[src/rtl/lms_pkg.sv]
package lms_pkg;
  typedef enum logic [3:0] {
    OP_BR_ENTER  = 4'd1,
    OP_BR_SWAP   = 4'd2,
    OP_BR_JOIN   = 4'd3,
    OP_BRK       = 4'd4,
    OP_BRK_COND  = 4'd5,
    OP_BRK_ALT   = 4'd6,
    OP_LOOP_BACK = 4'd7,
    OP_KILL      = 4'd8
  } lms_op_e;

  localparam int OP_W = 4;
endpackage

[src/rtl/lms_alu.sv]
module lms_alu
  import lms_pkg::*;
#(
  parameter int LANES = 64
) (
  input  logic             op_valid,
  input  logic [OP_W-1:0]  op_code,
  input  logic [LANES-1:0] cond,
  input  logic [LANES-1:0] saved,
  input  logic [LANES-1:0] cur_mask,
  output logic [LANES-1:0] nxt_mask,
  output logic [LANES-1:0] nxt_res,
  output logic             mask_we,
  output logic             res_we,
  output logic             illegal_ev
);
  // Branch entry: lanes turned off by the branch.
  function automatic logic [LANES-1:0] enter_off(input logic [LANES-1:0] m,
                                                 input logic [LANES-1:0] c);
    logic [LANES-1:0] kept;
    kept = m & c;
    return m ^ kept;
  endfunction

  // Alternate arm: only lanes that were off come on.
  function automatic logic [LANES-1:0] swap_mask(input logic [LANES-1:0] m,
                                                 input logic [LANES-1:0] orsave);
    return orsave ^ m;
  endfunction

  always_comb begin
    nxt_mask   = cur_mask;
    nxt_res    = '0;
    mask_we    = 1'b0;
    res_we     = 1'b0;
    illegal_ev = 1'b0;
    if (op_valid) begin
      case (op_code)
        OP_BR_ENTER: begin
          nxt_mask = cur_mask & cond;
          nxt_res  = enter_off(cur_mask, cond);
          mask_we  = 1'b1;
          res_we   = 1'b1;
        end
        OP_BR_SWAP: begin
          nxt_res  = cur_mask | saved;
          nxt_mask = swap_mask(cur_mask, cur_mask | saved);
          mask_we  = 1'b1;
          res_we   = 1'b1;
        end
        OP_BR_JOIN: begin
          nxt_mask = cur_mask | saved;
          mask_we  = 1'b1;
        end
        OP_BRK: begin
          nxt_res = cur_mask | saved;
          res_we  = 1'b1;
        end
        OP_BRK_COND: begin
          nxt_res = (cond & cur_mask) | saved;
          res_we  = 1'b1;
        end
        OP_BRK_ALT: begin
          nxt_res = cond | saved;
          res_we  = 1'b1;
        end
        OP_LOOP_BACK: begin
          nxt_mask = cur_mask & ~saved;
          mask_we  = 1'b1;
        end
        OP_KILL: begin
          nxt_mask = cur_mask & ~cond;
          mask_we  = 1'b1;
        end
        default: illegal_ev = 1'b1;
      endcase
    end
  end
endmodule

[src/rtl/lms_regs.sv]
module lms_regs #(
  parameter int LANES = 64
) (
  input  logic             clk,
  input  logic             rst_n,
  input  logic             op_valid,
  input  logic             mask_we,
  input  logic             res_we,
  input  logic             illegal_ev,
  input  logic [LANES-1:0] nxt_mask,
  input  logic [LANES-1:0] nxt_res,
  output logic [LANES-1:0] mask_q,
  output logic [LANES-1:0] result_q,
  output logic             bad_op
);
  always_ff @(posedge clk) begin
    if (!rst_n) begin
      mask_q   <= '1;
      result_q <= '0;
      bad_op   <= 1'b0;
    end else begin
      if (mask_we) mask_q <= nxt_mask;
      if (res_we) result_q <= nxt_res;
      bad_op <= illegal_ev;
    end
  end


  idle_hold_chk: assert property (@(posedge clk) disable iff (!rst_n)
    !op_valid |=> ($stable(mask_q) && $stable(result_q) && !bad_op));


  bad_code_chk: assert property (@(posedge clk) disable iff (!rst_n)
    illegal_ev |=> (bad_op && $stable(mask_q) && $stable(result_q)));


  bad_pulse_chk: assert property (@(posedge clk) disable iff (!rst_n)
    bad_op |-> $past(op_valid));
endmodule

[src/rtl/lms_flags.sv]
module lms_flags #(
  parameter int LANES = 64
) (
  input  logic [LANES-1:0] mask_q,
  output logic             mask_zero,
  output logic             mask_live
);
  logic any_lane;
  assign any_lane  = |mask_q;
  assign mask_live = any_lane;
  assign mask_zero = ~any_lane;
endmodule

[src/rtl/lane_mask_seq.sv]
module lane_mask_seq
  import lms_pkg::*;
#(
  parameter int LANES = 64
) (
  input  logic             clk,
  input  logic             rst_n,
  input  logic             op_valid,
  input  logic [3:0]       op_code,
  input  logic [LANES-1:0] cond,
  input  logic [LANES-1:0] saved,
  output logic [LANES-1:0] mask_q,
  output logic [LANES-1:0] result_q,
  output logic             mask_zero,
  output logic             mask_live,
  output logic             bad_op
);
  logic [LANES-1:0] nxt_mask;
  logic [LANES-1:0] nxt_res;
  logic             mask_we;
  logic             res_we;
  logic             illegal_ev;

  lms_alu #(.LANES(LANES)) alu_i (
    .op_valid(op_valid), .op_code(op_code), .cond(cond), .saved(saved),
    .cur_mask(mask_q), .nxt_mask(nxt_mask), .nxt_res(nxt_res),
    .mask_we(mask_we), .res_we(res_we), .illegal_ev(illegal_ev)
  );

  lms_regs #(.LANES(LANES)) regs_i (
    .clk(clk), .rst_n(rst_n), .op_valid(op_valid), .mask_we(mask_we),
    .res_we(res_we), .illegal_ev(illegal_ev), .nxt_mask(nxt_mask),
    .nxt_res(nxt_res), .mask_q(mask_q), .result_q(result_q), .bad_op(bad_op)
  );

  lms_flags #(.LANES(LANES)) flags_i (
    .mask_q(mask_q), .mask_zero(mask_zero), .mask_live(mask_live)
  );

  logic op_enter, op_swap, op_join, op_loop, op_kill;
  assign op_enter = op_valid && (op_code == OP_BR_ENTER);
  assign op_swap  = op_valid && (op_code == OP_BR_SWAP);
  assign op_join  = op_valid && (op_code == OP_BR_JOIN);
  assign op_loop  = op_valid && (op_code == OP_LOOP_BACK);
  assign op_kill  = op_valid && (op_code == OP_KILL);


  enter_narrows_chk: assert property (@(posedge clk) disable iff (!rst_n)
    op_enter |=> ((mask_q & ~$past(mask_q)) == '0) && ((mask_q & result_q) == '0));


  swap_disjoint_chk: assert property (@(posedge clk) disable iff (!rst_n)
    op_swap |=> ((mask_q & $past(mask_q)) == '0));


  join_widens_chk: assert property (@(posedge clk) disable iff (!rst_n)
    op_join |=> ((mask_q & $past(mask_q)) == $past(mask_q)) && $stable(result_q));


  loop_strip_chk: assert property (@(posedge clk) disable iff (!rst_n)
    op_loop |=> ((mask_q & $past(saved)) == '0) && ((mask_q & ~$past(mask_q)) == '0));


  kill_clears_chk: assert property (@(posedge clk) disable iff (!rst_n)
    op_kill |=> ((mask_q & $past(cond)) == '0) && $stable(result_q));


  flag_match_chk: assert property (@(posedge clk) disable iff (!rst_n)
    mask_zero == (mask_q == '0));
endmodule

[config.mk]
export PLATFORM = sky130hd
export DESIGN_NAME = lane_mask_seq
export DESIGN_NICKNAME = d
export VERILOG_FILES = /design/src/rtl/lms_pkg.sv /design/src/rtl/lms_alu.sv /design/src/rtl/lms_regs.sv /design/src/rtl/lms_flags.sv /design/src/rtl/lane_mask_seq.sv
export SDC_FILE = /design/constraint.sdc
export NUM_CORES = 1
export LEC_CHECK = 0
export CORE_MARGIN = 3
export CORE_UTILIZATION = 50
export CTS_CLUSTER_SIZE = 20
export DETAILED_ROUTE_END_ITERATION = 12
export PLACE_DENSITY = 0.83
export SLEW_MARGIN = 5
export SYNTH_ARGS = -nofsm -noshare
export SYNTH_HDL_FRONTEND = slang
export SYNTH_SLANG_ARGS = --single-unit
[constraint.sdc]
create_clock -name clk -period 2.3 [get_ports clk]
set_input_delay 0.46 -clock clk [delete_from_list [all_inputs] [get_ports clk]]
set_output_delay 0.46 -clock clk [all_outputs]
set_load 0.02 [all_outputs]
# Word level (Yosys, flattened, before mapping)
# Cells that the tools add are included.
[word_totals]
wordCells = 38
register_bits = 129
input_bits = 135
[classes]
n_reduce_logical = 8
mux = 8
n_bitwise = 11
eq_ne = 8
[op_table]
columns = ["op", "n"]
rows = [
  ["$pmux 64 s5", 1],
  ["$pmux 64 s4", 1],
  ["$and 64x64->64", 3],
  ["$or 64x64->64", 3],
  ["$not 64->64", 2],
  ["$xor 64x64->64", 2],
  ["$mux 64", 1],
  ["$reduce_or 64->1", 1],
  ["$eq 4x3->1 const B", 4],
  ["$reduce_or 5->1", 2],
  ["$eq 4x2->1 const B", 2],
  ["$reduce_or 8->1", 1],
  ["$mux 1", 5],
  ["$reduce_bool 5->1", 1],
  ["$eq 4x1->1 const B", 1],
  ["$eq 4x4->1 const B", 1],
  ["$reduce_and 3->1", 1],
  ["$reduce_and 2->1", 1],
  ["$reduce_or 2->1", 1],
  ["$not 1->1", 1],
]

# Logic depth before layout (Yosys ltp)
[logic_depth]
depth_word = 5
depth_mapped = 9
mapped_depth_nobuf = 5

# Modules after synthesis
# Synthesis repeated with hierarchy kept, for this count alone.
[unflattened]
hier_cells = 1240
hier_area_um2 = 9735.6
[modules_own_cells]
columns = ["mod", "instances", "cells_each", "seq_area_each_um2", "area_each_um2"]
rows = [
  ["lms_alu", 1, 804, 0.0, 4843.4],
  ["lms_regs", 1, 414, 2582.5, 4747.1],
  ["lms_flags", 1, 22, 0.0, 145.1],
]

# Least setup slack after synthesis
# Ideal clock, no wire load.
[synth_timing]
path_type = "register to output"
startpoint = "register regs_i.mask_q[25]"
endpoint = "output port mask_zero"
path_stages_with_launch = 5
arrival_time_ns = 1.653
setup_slack_ns = 0.187
required_time_ns = 1.840
path_cell_list = "dfxtp_1 nor4_1 nand4_1 or4_1 inv_1"
[synth_via]
elab_chain_cells = 2
[synth_rtl]
columns = ["item", "line_no", "text"]
rows = [
  ["from (decl)", "lms_regs.sv:12", "output logic [LANES-1:0] mask_q,"],
  ["from (signal assigned)", "lms_regs.sv:22", "if (mask_we) mask_q <= nxt_mask;"],
  ["$reduce_or 64->1", "lms_flags.sv:9", "assign any_lane = |mask_q;"],
  ["named net mask_live", "lane_mask_seq.sv:15", "output logic mask_live,"],
  ["$not 1->1", "lms_flags.sv:11", "assign mask_zero = ~any_lane;"],
  ["to (decl)", "lane_mask_seq.sv:14", "output logic mask_zero,"],
]
# The timed path passes the listed nets, and every way through them passes these cells.

# Worst setup path in the final report
[layout_timing]
startpoint = "register regs_i.mask_q[52]"
endpoint = "output port mask_zero"
[layout_via]
elab_chain_cells = 2
[layout_rtl]
columns = ["item", "line_no"]
rows = [
  ["$reduce_or 64->1", "lms_flags.sv:9"],
  ["$not 1->1", "lms_flags.sv:11"],
]
# No other way between the ends.

==> results <==
cells by family after synthesis:
family,count (synthesis),synth area share (%)
and+or+nand+nor,360,19.3
buffers and inverters,166,7.77
xor gates and xnor gates,2,0.181
DFF,129,26.6
AOI/OAI and AO/OA,622,46.1
cell usage in the layout (no fill, tap or decap), drive strengths merged, types with 2 or more instances in the layout:
cell type,netlist,layout
nor2,69,69
o21a,27,27
dfxtp,129,129
a21o,64,64
xnor2,2,2
a32oi,64,64
and2b,2,2
nor4,17,17
a32o,26,26
nor3b,25,25
a211oi,28,28
a31oi,66,66
nand2,96,96
nand3,39,39
clkbuf,79,23
clkinv,0,4
inv,30,30
a21oi,39,40
o41ai,11,11
o22ai,11,11
o311ai,25,25
o2111ai,80,80
buf,57,145
clkdlybuf4s50,0,260
nor2b,47,47
o21ai,178,178
nand4,31,31
nand2b,27,27
nor3,2,2
final cells by class:
cell class | count | area [um2] | area share (%)
Multi-Input combinational cell | 985 | 6530 | 46.4
Timing Repair Buffer | 405 | 3990 | 28.3
Sequential cell | 129 | 2590 | 18.4
Clock buffer | 23 | 488 | 3.46
Tap cell | 260 | 325 | 2.31
Inverter | 30 | 113 | 0.799
Clock inverter | 6 | 57.6 | 0.409
timing repair:
action,in CTS,in global routing
buffers inserted,0,0
resized for setup,22,32
cloned,1,0
setup endpoints to repair,16,39
pin swaps,4,4
layer usage:
metal / vias up / track usage, %
met5: - / 0
met4: 0 / 16.8
met3: 157 / 6.18
met2: 925 / 58.4
met1: 5864 / 46.0
li1: 5623 / -
metrics by stage:
stage          std cells  worst slack (ps)  setup TNS (ps)  hold slack, ps  area [um2]
2_1_floorplan       1279               187               0             592        9700
6_report            1838              -272            -521             419       14100
4_1_cts             1838              -276            -527             397       14000
3_3_place_gp        1808              -437          -27900             537       13400
3_5_place_dp        1808              -465          -36440             535       13400
5_1_grt             1838              -316            -601             403       14100
critical path: cells and delay by family (launching register included):
family	cells	cell delay, ps
buf+inv	3	330
flops	1	320
simple gates	3	1020
sequential cells by signal, summed over array words and instances (netlist names):
| name | cells |
|---|---|
| regs_i.result_q | 64 |
| regs_i.mask_q | 64 |
| regs_i.bad_op | 1 |
worst min-delay path by stage:
stage / from / end / cells past startpoint / slack [ps]
floorplan: regs_i.mask_q[33] / regs_i.mask_q[33] / 2 / 590
global placement: regs_i.result_q[51] / regs_i.result_q[51] / 2 / 540
detailed placement: regs_i.result_q[8] / regs_i.result_q[8] / 2 / 530
CTS: rst_n / regs_i.bad_op / 3 / 400
global route: rst_n / regs_i.bad_op / 3 / 400
finish: rst_n / regs_i.bad_op / 3 / 420
power breakdown:
| part | internal [mW] | switching [mW] |
|---|---|---|
| clock network | 1.58 | 1.05 |
| registers | 2.37 | 0.0843 |
| logic | 0.967 | 1.19 |
| total | 4.91 | 2.32 |
==> results by group <==
Setup path
  – Element type at the critical path start: flop
  – Crit. Startpoint: regs_i.mask_q[52]
  – Crit-path max cell delay: 600 ps
  – FF-to-FF setup slack: 730 ps
  – Crit-path slowest cell: or4_4
  – Worst R2R Start: regs_i.mask_q[55]
  – CP endpoint kind: primary output
  – CP Cell Sequence: nor4_2, buf_4, nand4_1, or4_4, inv_2, buf_6
  – Worst Path Required: 1840 ps
  – Arr. time, crit path: 2110 ps
  – R2R depth: 6
  – Critical Path Sink: mask_zero
  – Critical R2R Capture: regs_i.mask_q[55]
  – Worst Setup Path Type: reg -> out
  – Crit-path max FO: 2

Routing
  – DRT met1 WL: 15.6 mm
  – Number of remaining DRC errors: 0
  – WL/cell: 21.6 um
  – DR vias: 12.6k
  – DR pass1 iterations: 6
  – Top sig layer: met4
  – Via density: 6.84
  – Metal2 WL: 18.3 mm
  – Routed WL: 39.7 mm
  – DRT antenna net count: 0
  – Met3 WL post-DR: 4.37 mm
  – Initial DRC count: 1480

STA
  – Tcrit/Tclk final: 112%
  – Slew headroom: 41.2%
  – FMAX: 389 MHz
  – Final WS setup: -272 ps
  – Slew @ Worst Pin: 882 ps
  – Clock skew: 13.3 ps
  – Setup Viol. Count Final: 2
  – Final hold vios: 0
  – Max-slew violations: 0
  – Post-route minimum period: 2570 ps
  – RSZ-0062 raised after global routing: true

Die
  – Core ar.: 18900 um2
  – Chip width: 145 um
  – Die ar.: 21100 um2
  – Die height: 145 um
  – # rows: 50
  – # IOs: 266
  – Starting Density: 51.3%

Logic synthesis
  – Yosys top cell by area: dfxtp_1
  – YS warnings: 0
  – Syn nets: 1414
  – Syn avg cell area: 7.58 um2
  – Cells after Synth: 1279
  – Top-count cell post-synth: o21ai_0
  – Yosys cell types: 49
  – Number of synthesized flops with an enable pin: 0
  – Top-area cell type share of the netlist area: 26.6%
  – Top cells by area in the synthesized netlist: dfxtp_1 (27%), o21ai_0 (8.8%), o2111ai_1 (7.2%), a32oi_1 (5.8%), a21o_1 (5.0%)
  – Post-synth ARST share: 0%
  – Register area share after synthesis: 26.6%
  – Mapped cell area: 9700 um2
  – Post-synth top cells: o21ai_0 (170), dfxtp_1 (129), nand2_1 (94)
  – Primary flip-flop cell chosen by synthesis mapping: dfxtp_1
  – #FFs+latches synth: 129

Finish
  – Syn-to-layout area delta: 45.3%
  – Share of post-route cells with drive strength above 1: 14.7%
  – Fin util: 74.6%
  – NumNets Final: 1703
  – Antenna Cells: 0
  – Fill cells: 1438

Global routing
  – Tot GR Track Use: 35.8%
  – Global-route wire length before repair: 63.0 mm
  – GRT Residual Overflow: 0
  – Antenna violations before repair: 0
  – Largest net degree at the start of global routing: 129
  – Vias in the first global route: 12.1k

Status
  – Outcome: finished, violations left
  – Failing checks: negative setup slack

Power and ir drop
  – Leakage: 5.30 nW
  – Overall Power: 7.23 mW
  – Maximum vdd ir drop: 579 uV
  – Power density cells: 513 nW/um2

Worst hold path
  – Worst min path class: in -> reg

Clock tree
  – CTS clk-pin slew, worst paths: 60 ps
  – Num CTS Buffers: 17
  – Clock tree from TritonCTS: done
  – Hold-fix buffers, CTS: 0
  – Number of H-tree levels: 4
  – Root Buffer: clkbuf_16
  – Clk sinks: 129
  – Clock tree buffer depth: 2
  – Worst skew pair latency: 430 ps

Placement
  – PortBufs: 265
  – RePlAce Congestion: 0.907
  – Post-DP HPWL: 25.9 mm

Run
  – Max Cap Viol: 0
Note: power is estimated with default switching activity, not from simulation.
